==> config.mk <==
export PLATFORM = sky130hd
export DESIGN_NAME = sidecal_top
export DESIGN_NICKNAME = d
export VERILOG_FILES = /design/src/rtl/sidecal_pkg.sv /design/src/rtl/sidecal_coef.sv /design/src/rtl/sidecal_dp.sv /design/src/rtl/sidecal_acc.sv /design/src/rtl/sidecal_div.sv /design/src/rtl/sidecal_top.sv
export SDC_FILE = /design/constraint.sdc
export NUM_CORES = 2
export LEC_CHECK = 0
export CAP_MARGIN = 0
export CORE_MARGIN = 2
export CORE_UTILIZATION = 50
export CTS_BUF_LIST = sky130_fd_sc_hd__clkbuf_8
export DETAILED_ROUTE_END_ITERATION = 12
export HOLD_SLACK_MARGIN = 0.15
export PLACE_DENSITY = 0.66
export SYNTH_ARGS = -nofsm -noshare
export SYNTH_HDL_FRONTEND = slang
export SYNTH_SLANG_ARGS = --single-unit
==> constraint.sdc <==
create_clock -name clk -period 11.4 [get_ports clk]
set_input_delay 1.14 -clock clk [delete_from_list [all_inputs] [get_ports clk]]
set_output_delay 1.14 -clock clk [all_outputs]
set_load 0.1 [all_outputs]
==> src/rtl/sidecal_pkg.sv <==
package sidecal_pkg;

  typedef enum logic [2:0] {
    ST_IDLE,
    ST_OFF,
    ST_GAIN,
    ST_PREP,
    ST_DIV
  } cal_state_t;

  function automatic logic [1:0] slot_of(input logic chan, input logic side);
    return {chan, side};
  endfunction

endpackage

==> src/rtl/sidecal_coef.sv <==
module sidecal_coef #(
  parameter int RAW_W  = 20,
  parameter int GAIN_W = 18,
  parameter int FRAC   = 16
) (
  input  logic                        clk,
  input  logic                        rst_n,
  input  logic                        host_we,
  input  logic                        host_is_gain,
  input  logic [1:0]                  host_slot,
  input  logic [RAW_W-1:0]            host_data,
  input  logic                        off_load,
  input  logic [3:0][RAW_W-1:0]       off_vals,
  input  logic                        gb_we,
  input  logic                        gb_chan,
  input  logic [GAIN_W-1:0]           gb_val,
  output logic [3:0][RAW_W-1:0]       off_q,
  output logic [3:0][GAIN_W-1:0]      gain_q
);
  localparam logic [GAIN_W-1:0] UNITY = GAIN_W'(1) << FRAC;

  for (genvar i = 0; i < 4; i++) begin : g_slot
    localparam logic [1:0] SLOT = 2'(i);
    localparam bit IS_B = (i % 2) == 1;
    localparam bit CHAN = (i / 2) == 1;
    logic host_hit;
    logic auto_b_hit;
    assign host_hit   = host_we && (host_slot == SLOT);
    assign auto_b_hit = IS_B && gb_we && (gb_chan == CHAN);

    always_ff @(posedge clk) begin
      if (!rst_n) begin
        off_q[i]  <= '0;
        gain_q[i] <= UNITY;
      end else begin
        if (off_load)
          off_q[i] <= off_vals[i];
        else if (host_hit && !host_is_gain)
          off_q[i] <= host_data;
        if (auto_b_hit)
          gain_q[i] <= gb_val;
        else if (host_hit && host_is_gain)
          gain_q[i] <= host_data[GAIN_W-1:0];
      end
    end
  end

endmodule

==> src/rtl/sidecal_dp.sv <==
module sidecal_dp #(
  parameter int RAW_W  = 20,
  parameter int GAIN_W = 18,
  parameter int FRAC   = 16,
  parameter int OUT_W  = 24
) (
  input  logic                    clk,
  input  logic                    rst_n,
  input  logic                    in_valid,
  input  logic [RAW_W-1:0]        in_data,
  input  logic                    en,
  input  logic [RAW_W-1:0]        off,
  input  logic [GAIN_W-1:0]       gain,
  output logic                    out_valid,
  output logic [OUT_W-1:0]        out_data
);
  localparam int PW = RAW_W + GAIN_W + 2;
  localparam logic signed [PW-1:0] OMAX = PW'((64'sd1 <<< (OUT_W - 1)) - 64'sd1);
  localparam logic signed [PW-1:0] OMIN = -OMAX - PW'(1);

  function automatic logic signed [RAW_W:0] sub_off(input logic [RAW_W-1:0] raw,
                                                    input logic [RAW_W-1:0] o);
    return $signed({1'b0, raw}) - $signed({1'b0, o});
  endfunction

  function automatic logic [OUT_W-1:0] scale_sat(input logic signed [RAW_W:0] d,
                                                 input logic [GAIN_W-1:0] g);
    logic signed [PW-1:0] prod;
    logic signed [PW-1:0] sh;
    prod = PW'(d) * PW'($signed({1'b0, g}));
    sh   = prod >>> FRAC;
    if (sh > OMAX)      return OMAX[OUT_W-1:0];
    else if (sh < OMIN) return OMIN[OUT_W-1:0];
    else                return sh[OUT_W-1:0];
  endfunction

  logic                     s1_valid;
  logic                     s1_en;
  logic [RAW_W-1:0]         s1_raw;
  logic signed [RAW_W:0]    s1_diff;
  logic [GAIN_W-1:0]        s1_gain;

  always_ff @(posedge clk) begin
    if (!rst_n) begin
      s1_valid  <= 1'b0;
      s1_en     <= 1'b0;
      s1_raw    <= '0;
      s1_diff   <= '0;
      s1_gain   <= '0;
      out_valid <= 1'b0;
      out_data  <= '0;
    end else begin
      s1_valid <= in_valid;
      if (in_valid) begin
        s1_en   <= en;
        s1_raw  <= in_data;
        s1_diff <= sub_off(in_data, off);
        s1_gain <= gain;
      end
      out_valid <= s1_valid;
      if (s1_valid)
        out_data <= s1_en ? scale_sat(s1_diff, s1_gain) : OUT_W'(s1_raw);
    end
  end

endmodule

==> src/rtl/sidecal_acc.sv <==
module sidecal_acc #(
  parameter int RAW_W = 20,
  parameter int CNT_W = 11,
  parameter int ACC_W = 32
) (
  input  logic                     clk,
  input  logic                     rst_n,
  input  logic                     clear,
  input  logic                     take,
  input  logic [1:0]               slot,
  input  logic signed [RAW_W:0]    value,
  input  logic [CNT_W-1:0]         limit,
  output logic [3:0][ACC_W-1:0]    sums,
  output logic                     all_full
);
  logic [3:0] full;

  for (genvar i = 0; i < 4; i++) begin : g_slot
    localparam logic [1:0] SLOT = 2'(i);
    logic [CNT_W-1:0] cnt;
    assign full[i] = (cnt >= limit);

    always_ff @(posedge clk) begin
      if (!rst_n || clear) begin
        sums[i] <= '0;
        cnt     <= '0;
      end else if (take && (slot == SLOT) && !full[i]) begin
        sums[i] <= sums[i] + ACC_W'(value);
        cnt     <= cnt + CNT_W'(1);
      end
    end
  end

  assign all_full = &full;

endmodule

==> src/rtl/sidecal_div.sv <==
module sidecal_div #(
  parameter int NW = 49,
  parameter int DW = 31
) (
  input  logic            clk,
  input  logic            rst_n,
  input  logic            start,
  input  logic [NW-1:0]   num,
  input  logic [DW-1:0]   den,
  output logic            done,
  output logic [NW-1:0]   quo
);
  localparam int CW = $clog2(NW + 1);

  logic [DW-1:0] rem;
  logic [NW-1:0] n_sh;
  logic [CW-1:0] left;
  logic          run;
  logic [DW:0]   trial;

  assign trial = {rem, n_sh[NW-1]};

  always_ff @(posedge clk) begin
    if (!rst_n) begin
      rem  <= '0;
      n_sh <= '0;
      quo  <= '0;
      left <= '0;
      run  <= 1'b0;
      done <= 1'b0;
    end else begin
      done <= 1'b0;
      if (start && !run) begin
        rem  <= '0;
        n_sh <= num;
        quo  <= '0;
        left <= CW'(NW);
        run  <= 1'b1;
      end else if (run) begin
        n_sh <= n_sh << 1;
        if (trial >= {1'b0, den}) begin
          rem <= DW'(trial - {1'b0, den});
          quo <= {quo[NW-2:0], 1'b1};
        end else begin
          rem <= trial[DW-1:0];
          quo <= {quo[NW-2:0], 1'b0};
        end
        left <= left - CW'(1);
        if (left == CW'(1)) begin
          run  <= 1'b0;
          done <= 1'b1;
        end
      end
    end
  end

endmodule

==> src/rtl/sidecal_top.sv <==
module sidecal_top
  import sidecal_pkg::*;
#(
  parameter int RAW_W    = 20,
  parameter int GAIN_W   = 18,
  parameter int FRAC     = 16,
  parameter int OUT_W    = 24,
  parameter int LOG2_MIN = 4,
  parameter int LOG2_MAX = 10,
  localparam int LGW     = $clog2(LOG2_MAX + 1)
) (
  input  logic               clk,
  input  logic               rst_n,
  input  logic               in_valid,
  input  logic [RAW_W-1:0]   in_data,
  input  logic               in_chan,
  input  logic               in_side,
  output logic               out_valid,
  output logic [OUT_W-1:0]   out_data,
  input  logic               cfg_we,
  input  logic [3:0]         cfg_addr,
  input  logic [RAW_W-1:0]   cfg_wdata,
  input  logic [LGW-1:0]     avg_log2,
  input  logic               start_off,
  input  logic               start_gain,
  output logic               busy,
  output logic               done
);
  localparam int CNT_W = LOG2_MAX + 1;
  localparam int ACC_W = RAW_W + 2 + LOG2_MAX;
  localparam int DW    = ACC_W - 1;
  localparam int NW    = DW + GAIN_W;

  function automatic logic [LGW-1:0] clamp_lg(input logic [LGW-1:0] v);
    if (int'(v) < LOG2_MIN)      return LGW'(LOG2_MIN);
    else if (int'(v) > LOG2_MAX) return LGW'(LOG2_MAX);
    else                         return v;
  endfunction

  function automatic logic [GAIN_W-1:0] cap_gain(input logic [NW-1:0] q);
    return (|q[NW-1:GAIN_W]) ? '1 : q[GAIN_W-1:0];
  endfunction

  cal_state_t                 state;
  logic                       cal_en;
  logic                       ch;
  logic [LGW-1:0]             lg_q;
  logic [1:0]                 in_slot;
  logic [3:0][RAW_W-1:0]      off_q;
  logic [3:0][RAW_W-1:0]      off_vals;
  logic [3:0][GAIN_W-1:0]     gain_q;
  logic [3:0][ACC_W-1:0]      sums;
  logic                       acc_full;
  logic                       acc_clear;
  logic                       acc_take;
  logic signed [RAW_W:0]      acc_val;
  logic                       host_ok;
  logic                       off_load;
  logic                       gb_we;
  logic                       div_start;
  logic                       div_done;
  logic [NW-1:0]              div_quo;
  logic [ACC_W-1:0]           sum_a;
  logic [ACC_W-1:0]           sum_b;
  logic                       sums_pos;

  assign in_slot  = slot_of(in_chan, in_side);
  assign busy     = (state != ST_IDLE);
  assign host_ok  = cfg_we && !busy;

  assign acc_clear = (state == ST_IDLE) && (start_off || start_gain);
  assign acc_take  = in_valid && ((state == ST_OFF) || (state == ST_GAIN));
  assign acc_val   = (state == ST_GAIN)
                   ? ($signed({1'b0, in_data}) - $signed({1'b0, off_q[in_slot]}))
                   : $signed({1'b0, in_data});

  assign sum_a    = sums[slot_of(ch, 1'b0)];
  assign sum_b    = sums[slot_of(ch, 1'b1)];
  assign sums_pos = ($signed(sum_a) > 0) && ($signed(sum_b) > 0);

  assign off_load  = (state == ST_OFF) && acc_full;
  assign div_start = (state == ST_PREP) && sums_pos;
  assign gb_we     = (state == ST_DIV) && div_done;

  for (genvar i = 0; i < 4; i++) begin : g_avg
    assign off_vals[i] = RAW_W'($signed(sums[i]) >>> lg_q);
  end

  always_ff @(posedge clk) begin
    if (!rst_n) begin
      state  <= ST_IDLE;
      cal_en <= 1'b0;
      done   <= 1'b0;
      ch     <= 1'b0;
      lg_q   <= LGW'(LOG2_MIN);
    end else begin
      done <= 1'b0;
      if (host_ok && cfg_addr[3])
        cal_en <= cfg_wdata[0];
      unique case (state)
        ST_IDLE: begin
          if (start_off) begin
            lg_q  <= clamp_lg(avg_log2);
            state <= ST_OFF;
          end else if (start_gain) begin
            lg_q  <= clamp_lg(avg_log2);
            state <= ST_GAIN;
          end
        end
        ST_OFF: begin
          if (acc_full) begin
            cal_en <= 1'b1;
            done   <= 1'b1;
            state  <= ST_IDLE;
          end
        end
        ST_GAIN: begin
          if (acc_full) begin
            ch    <= 1'b0;
            state <= ST_PREP;
          end
        end
        ST_PREP: begin
          if (sums_pos) begin
            state <= ST_DIV;
          end else if (ch) begin
            done  <= 1'b1;
            state <= ST_IDLE;
          end else begin
            ch <= 1'b1;
          end
        end
        ST_DIV: begin
          if (div_done) begin
            if (ch) begin
              done  <= 1'b1;
              state <= ST_IDLE;
            end else begin
              ch    <= 1'b1;
              state <= ST_PREP;
            end
          end
        end
        default: state <= ST_IDLE;
      endcase
    end
  end

  sidecal_coef #(.RAW_W(RAW_W), .GAIN_W(GAIN_W), .FRAC(FRAC)) u_coef (
    .clk          (clk),
    .rst_n        (rst_n),
    .host_we      (host_ok && !cfg_addr[3]),
    .host_is_gain (cfg_addr[2]),
    .host_slot    (cfg_addr[1:0]),
    .host_data    (cfg_wdata),
    .off_load     (off_load),
    .off_vals     (off_vals),
    .gb_we        (gb_we),
    .gb_chan      (ch),
    .gb_val       (cap_gain(div_quo)),
    .off_q        (off_q),
    .gain_q       (gain_q)
  );

  sidecal_acc #(.RAW_W(RAW_W), .CNT_W(CNT_W), .ACC_W(ACC_W)) u_acc (
    .clk      (clk),
    .rst_n    (rst_n),
    .clear    (acc_clear),
    .take     (acc_take),
    .slot     (in_slot),
    .value    (acc_val),
    .limit    (CNT_W'(1) << lg_q),
    .sums     (sums),
    .all_full (acc_full)
  );

  sidecal_div #(.NW(NW), .DW(DW)) u_div (
    .clk   (clk),
    .rst_n (rst_n),
    .start (div_start),
    .num   (NW'(sum_a[DW-1:0]) * NW'(gain_q[slot_of(ch, 1'b0)])),
    .den   (sum_b[DW-1:0]),
    .done  (div_done),
    .quo   (div_quo)
  );

  sidecal_dp #(.RAW_W(RAW_W), .GAIN_W(GAIN_W), .FRAC(FRAC), .OUT_W(OUT_W)) u_dp (
    .clk       (clk),
    .rst_n     (rst_n),
    .in_valid  (in_valid),
    .in_data   (in_data),
    .en        (cal_en),
    .off       (off_q[in_slot]),
    .gain      (gain_q[in_slot]),
    .out_valid (out_valid),
    .out_data  (out_data)
  );

endmodule

* Yosys cells after proc, flatten, opt, wreduce, memory -nomap -nowiden *
Index checks and enable logic that the tools add are counted.

operators by class
  add/subtract/negate cells = 11
  multipliers = 2
  magnitude comparators = 14
  eq/ne operators = 17
  shifts and indexed selects = 5
  multiplexer cells = 62
  bitwise gates (word level) = 3
  reductions and logical operators = 64

operators with widths
  kind                                                            count
  two-way mux 20 bit                                              9
  two-way mux 18 bit                                              8
  adder 32 bit                                                    4
  two-way mux 32 bit                                              4
  >>> shifter 32 x 4 -> 20 bit                                    4
  two-way mux 49 bit                                              2
  two-way mux 24 bit                                              3
  greater-than comparator 32 x 1 -> 1 bit, second input constant  2
  multiplier 31 x 18 -> 49 bit                                    1
  adder 11 x 1 -> 11 bit, second input constant                   4
  >= comparator 11 bit                                            4
  binary-select mux 20 bit (select 2 bit)                         1
  multiplier 21 x 19 -> 40 bit                                    1
  binary-select mux 18 bit (select 2 bit)                         1
  >= comparator 32 x 31 -> 1 bit                                  1
  logical AND 1 bit                                               32
  two-way mux 31 bit                                              1
  OR reduction 31 bit                                             1
  subtractor 31 bit                                               1
  greater-than comparator 24 bit, second input constant           1
  less-than comparator 24 bit, second input constant              1
  two-way mux 21 bit                                              1
  two-way mux 3 bit                                               7
  subtractor 20 x 20 -> 21 bit                                    1
  32 further kinds                                                83

word-level totals
  register bits after elaboration = 557

* Logic depth before layout (Yosys ltp) *
  depth after elaboration = 8
  mapped depth = 30

* Modules after synthesis *
From an unflattened synthesis, not the netlist that was laid out.

second synthesis, totals
  cells, all modules = 8405
  area, all modules = 71257.1 um^2

modules (own cells, without submodules)
  module        instances  cells an instance  area each (um^2)  seq. area each (um^2)
  sidecal_top   1          3098               26195.1           200.2
  sidecal_dp    1          1984               17850.9           1721.7
  sidecal_acc   1          1738               13360.3           3443.3
  sidecal_div   1          913                7435.9            2742.6
  sidecal_coef  1          672                6414.9            3042.9

* Least setup slack after synthesis *
OpenSTA, ideal clock, no wires.

  kind = reg2reg
  start = register ch
  end = register u_div.n_sh[45]
  library setup time = 0.095 ns
  data arrival time = 7.784 ns
  required time = 11.305 ns
  path slack = 3.520 ns
  cell stages (with the launch flop) = 27
  buffers on the path = 4
  path through = dfxtp_1 buf_1 clkbuf_1 clkbuf_1 mux2_2 clkbuf_1 nand2_1 fa_1 inv_1 fa_1 fa_1 fa_1 inv_1 fa_1 inv_1 fa_1 ha_1 a21o_1 a21o_1 a221o_1 a21oi_4 a211oi_1 o31a_1 a221o_1 a221oi_2 mux2_1 a221oi_1

on the way
  word-level cells in the longest chain between the ends = 7
  elaborated cells on any way between the ends = 14
  classes of those cells = mul (1); order compare (2); mux (7); reduce/logical (4)

ends and longest elaborated chain
  item                                                                                  line                RTL
  from (decl)                                                                           sidecal_top.sv:46   logic ch;
  from (signal assigned)                                                                sidecal_top.sv:94   ch <= 1'b0;
  from (signal assigned)                                                                sidecal_top.sv:119  ch <= 1'b0;
  from (signal assigned)                                                                sidecal_top.sv:130  ch <= 1'b1;
  parallel branches: the longest is 7 deep, another holds multiplier 31 x 18 -> 49 bit  n/a
  to (signal assigned)                                                                  sidecal_div.sv:35   n_sh <= num;
  to (signal assigned)                                                                  sidecal_div.sv:40   n_sh <= n_sh << 1;
  to (decl)                                                                             sidecal_div.sv:16   logic [NW-1:0] n_sh;

Several ways; the timed one is not identified. The select of a mux whose other input is x is not followed.
A chain may end at the register's enable or synchronous reset.

* Worst setup path in the final report *
  start = register ch
  end = register u_div.n_sh[41]

The elaborated chain is that of the path after synthesis.

==> impl_metrics.toml <==
[logic_synthesis]
netlist_area_mm2 = 0.0686
synth_top_area_cell = "fa_1"
yosysWarnings = 0
synth.net_count = 9585
avgSynthCellArea_um2 = 8.33
synth-async-reset-ratio = 0
yosys-top-cells-count = "nand2_1, inv_1, fa_1"
ys_ff_latch = 557
synth_edf_count = 0
synth_top_cells_by_area = "fa_1, dfxtp_1, ha_1"
syn-instance-count = 8230
synth_cell_type_count = 91
synthMostInstantiatedCell = "nand2_1"
netlist.area_leader.share = 0.248
seq_area_frac_synth = 0.163
synth_ff_type = "dfxtp_1"

[final_layout]
layout.cells.non_filler = 9912
design_area_mm2 = 0.0732
syn_to_final_growth_pct = 6.69
final_util = 0.539
drive_above_1_share = 0.0594
fin_nets = 9393

[sta]
setup_viol = 0
fmax_ghz = 0.114
fin_crit_ns = 8.74
fin_ws_ns = 2.66
final.setup_skew_ns = 0.0824
worst_pin_slew_ns = 1.38
rsz0062_at_grt = "no"
worst_hold_slack_ns = 0.474
slew_headroom = 0.0718
period_share = 0.767
slew_violations = 0
fin_tns_setup_ns = 0
finalHoldViolCount = 0

[floorplanning]
die_x_um = 374
die_h_um = 374
core_mm2 = 0.136
boundaryPins = 83
start_util = 0.505
dieArea_mm2 = 0.140
std_cell_rows = 135

[placement]
gp_congestion = 0.940
dp_hpwl_mm = 163
pre_cts_slack_ns = 2.82
placedCellCount = 9712
port_buffers = 82
dpl_cell_area_mm2 = 0.0706

[detailed_routing]
drcViolationCount = 0
dr.first_iter.drc_count = 5448
num_vias = 58700
wl_per_cell_um = 21.6
drtPass1Iterations = 6
drt-total-wl_mm = 214
avgViaCountPerCell = 5.92
postRouteAntennaNets = 0

[cts]
clk_pin_slew_ns = 0.06
cts-root-buf = "clkbuf_8"
h-tree-depth = 3
cts.sinks = 557
cts_tree = "done"
cts_resized = 0
post-cts-setup-buffers = 0
cts_buffer_depth = 3
clk_latency_ns = 0.91
cts_buffers = 104
hold_buffers = 0

[pwr]
power.total_mw = 6.81
irDropWorstVdd_mv = 0.119
p_leak_nw = 32.4
power_density_mw_per_mm2 = 93.1

[worst_setup_path]
crit_type = "reg2reg"
path_buf_inv = 4
cp_cell_sequence = "buf_4 -> buf_4 -> mux2i_1 -> nor2_1 -> fa_1 -> inv_1 -> fa_1 -> fa_1 -> fa_1 -> fa_1 -> inv_1 -> fa_1 -> ha_1 -> nand4_1 -> or3_1 -> a221o_1 -> a21oi_1 -> a21o_1 -> a21oi_1 -> nor3_1 -> mux2_2 -> a211oi_1"
required_ns = 12.16
slowest_stage = "buf_4"
max_stage_delay_ns = 0.74
cp-start-kind = "flip-flop"
cp-end-kind = "flip-flop"
critPathArrivalTime_ns = 9.50
crit_family = "adder cells"
cp_max_fo = 60
worst_path_most_repeated_cell = "fa_1"

[worst_hold_path]
hp-class = "reg2reg"

[global_route]
grt_pass1_wl_mm = 335
antenna_found_initial = 12
grt_pass1_vias = 57700
grt_max_degree = 104
grt.total_usage = 0.305
grt.overflow.total = 0

[job]
drv_cap = 0

[outcome]
status = "complete, no violations"
state kept, by name, indices dropped and copies added, names as in the netlist, 3 cells and up:
signal and flops:
u_acc.sums 128, u_coef.off_q 80, u_coef.gain_q 72, u_div.n_sh 49, u_div.quo 49, u_acc.g_slot.cnt 44, u_div.rem 31, u_dp.out_data 24
u_dp.s1_diff 21, u_dp.s1_raw 20, u_dp.s1_gain 18, u_div.left 6, lg_q 4, state 3
layout make-up:
class / instances / area [µm²]
Antenna cell: 6 / 15.0
Clock buffer: 135 / 1860
Clock inverter: 58 / 634
Fill cell: 12800 / 62600
Inverter: 1038 / 3910
Multi-Input combinational cell: 6160 / 51800
Sequential cell: 557 / 11200
Tap cell: 1781 / 2230
Timing Repair Buffer: 177 / 1530
cell families after synthesis:
group                    share of synthesized area
AO/OA/AOI/OAI                                0.135
XOR/XNOR                                    0.0310
adder cells (fa/ha/maj)                      0.330
buffers and inverters                       0.0830
flip-flops                                   0.163
multiplexers                                0.0902
AND/OR/NAND/NOR                              0.168
where the power goes:
part | internal, mW | switching [mW] | total (mW)
registers | 2.02 | 0.206 | 2.22
clock network | 1.33 | 1.05 | 2.38
logic | 0.771 | 1.43 | 2.20
cells in the final DEF (no fill, tap or decap), types with 260 or more instances in the layout:
cell / netlist / final
nand2_1: 1192 / 1191
inv_1: 1034 / 1058
fa_1: 850 / 850
nor2_1: 683 / 678
a21oi_1: 572 / 572
dfxtp_1: 557 / 550
ha_1: 449 / 449
mux2i_1: 358 / 355
and2_1: 262 / 262
o21ai_0: 270 / 260
path summary, 6_finish.rpt:
| path | from | endpoint | slack [ns] | depth (start not counted) |
|---|---|---|---|---|
| max reg2reg | ch | u_div.n_sh[41] | 2.66 | 22 |
| max | ch | u_div.n_sh[41] | 2.66 | 22 |
| min | u_coef.gain_q[53] | u_coef.gain_q[53] | 0.47 | 2 |
| min reg2reg | u_coef.gain_q[53] | u_coef.gain_q[53] | 0.47 | 2 |
layer usage:
| layer | wire [µm] | global-route usage | share of wire |
|---|---|---|---|
| met4 | 8530 | 0.112 | 0.040 |
| met5 | 231 | 0 | 0.0011 |
| met1 | 91700 | 0.425 | 0.43 |
| met3 | 20000 | 0.0645 | 0.093 |
| met2 | 93700 | 0.466 | 0.44 |
worst register-to-register path: cells and delay by family (launching register included):
kind / cells / cell delay [ns]
fa+ha+maj: 7 / 3.39
buf+inv: 4 / 1.66
compound gates: 5 / 1.21
simple gates: 4 / 0.98
mux: 2 / 0.76
flops: 1 / 0.63
Power figures use the tool's default switching activity.
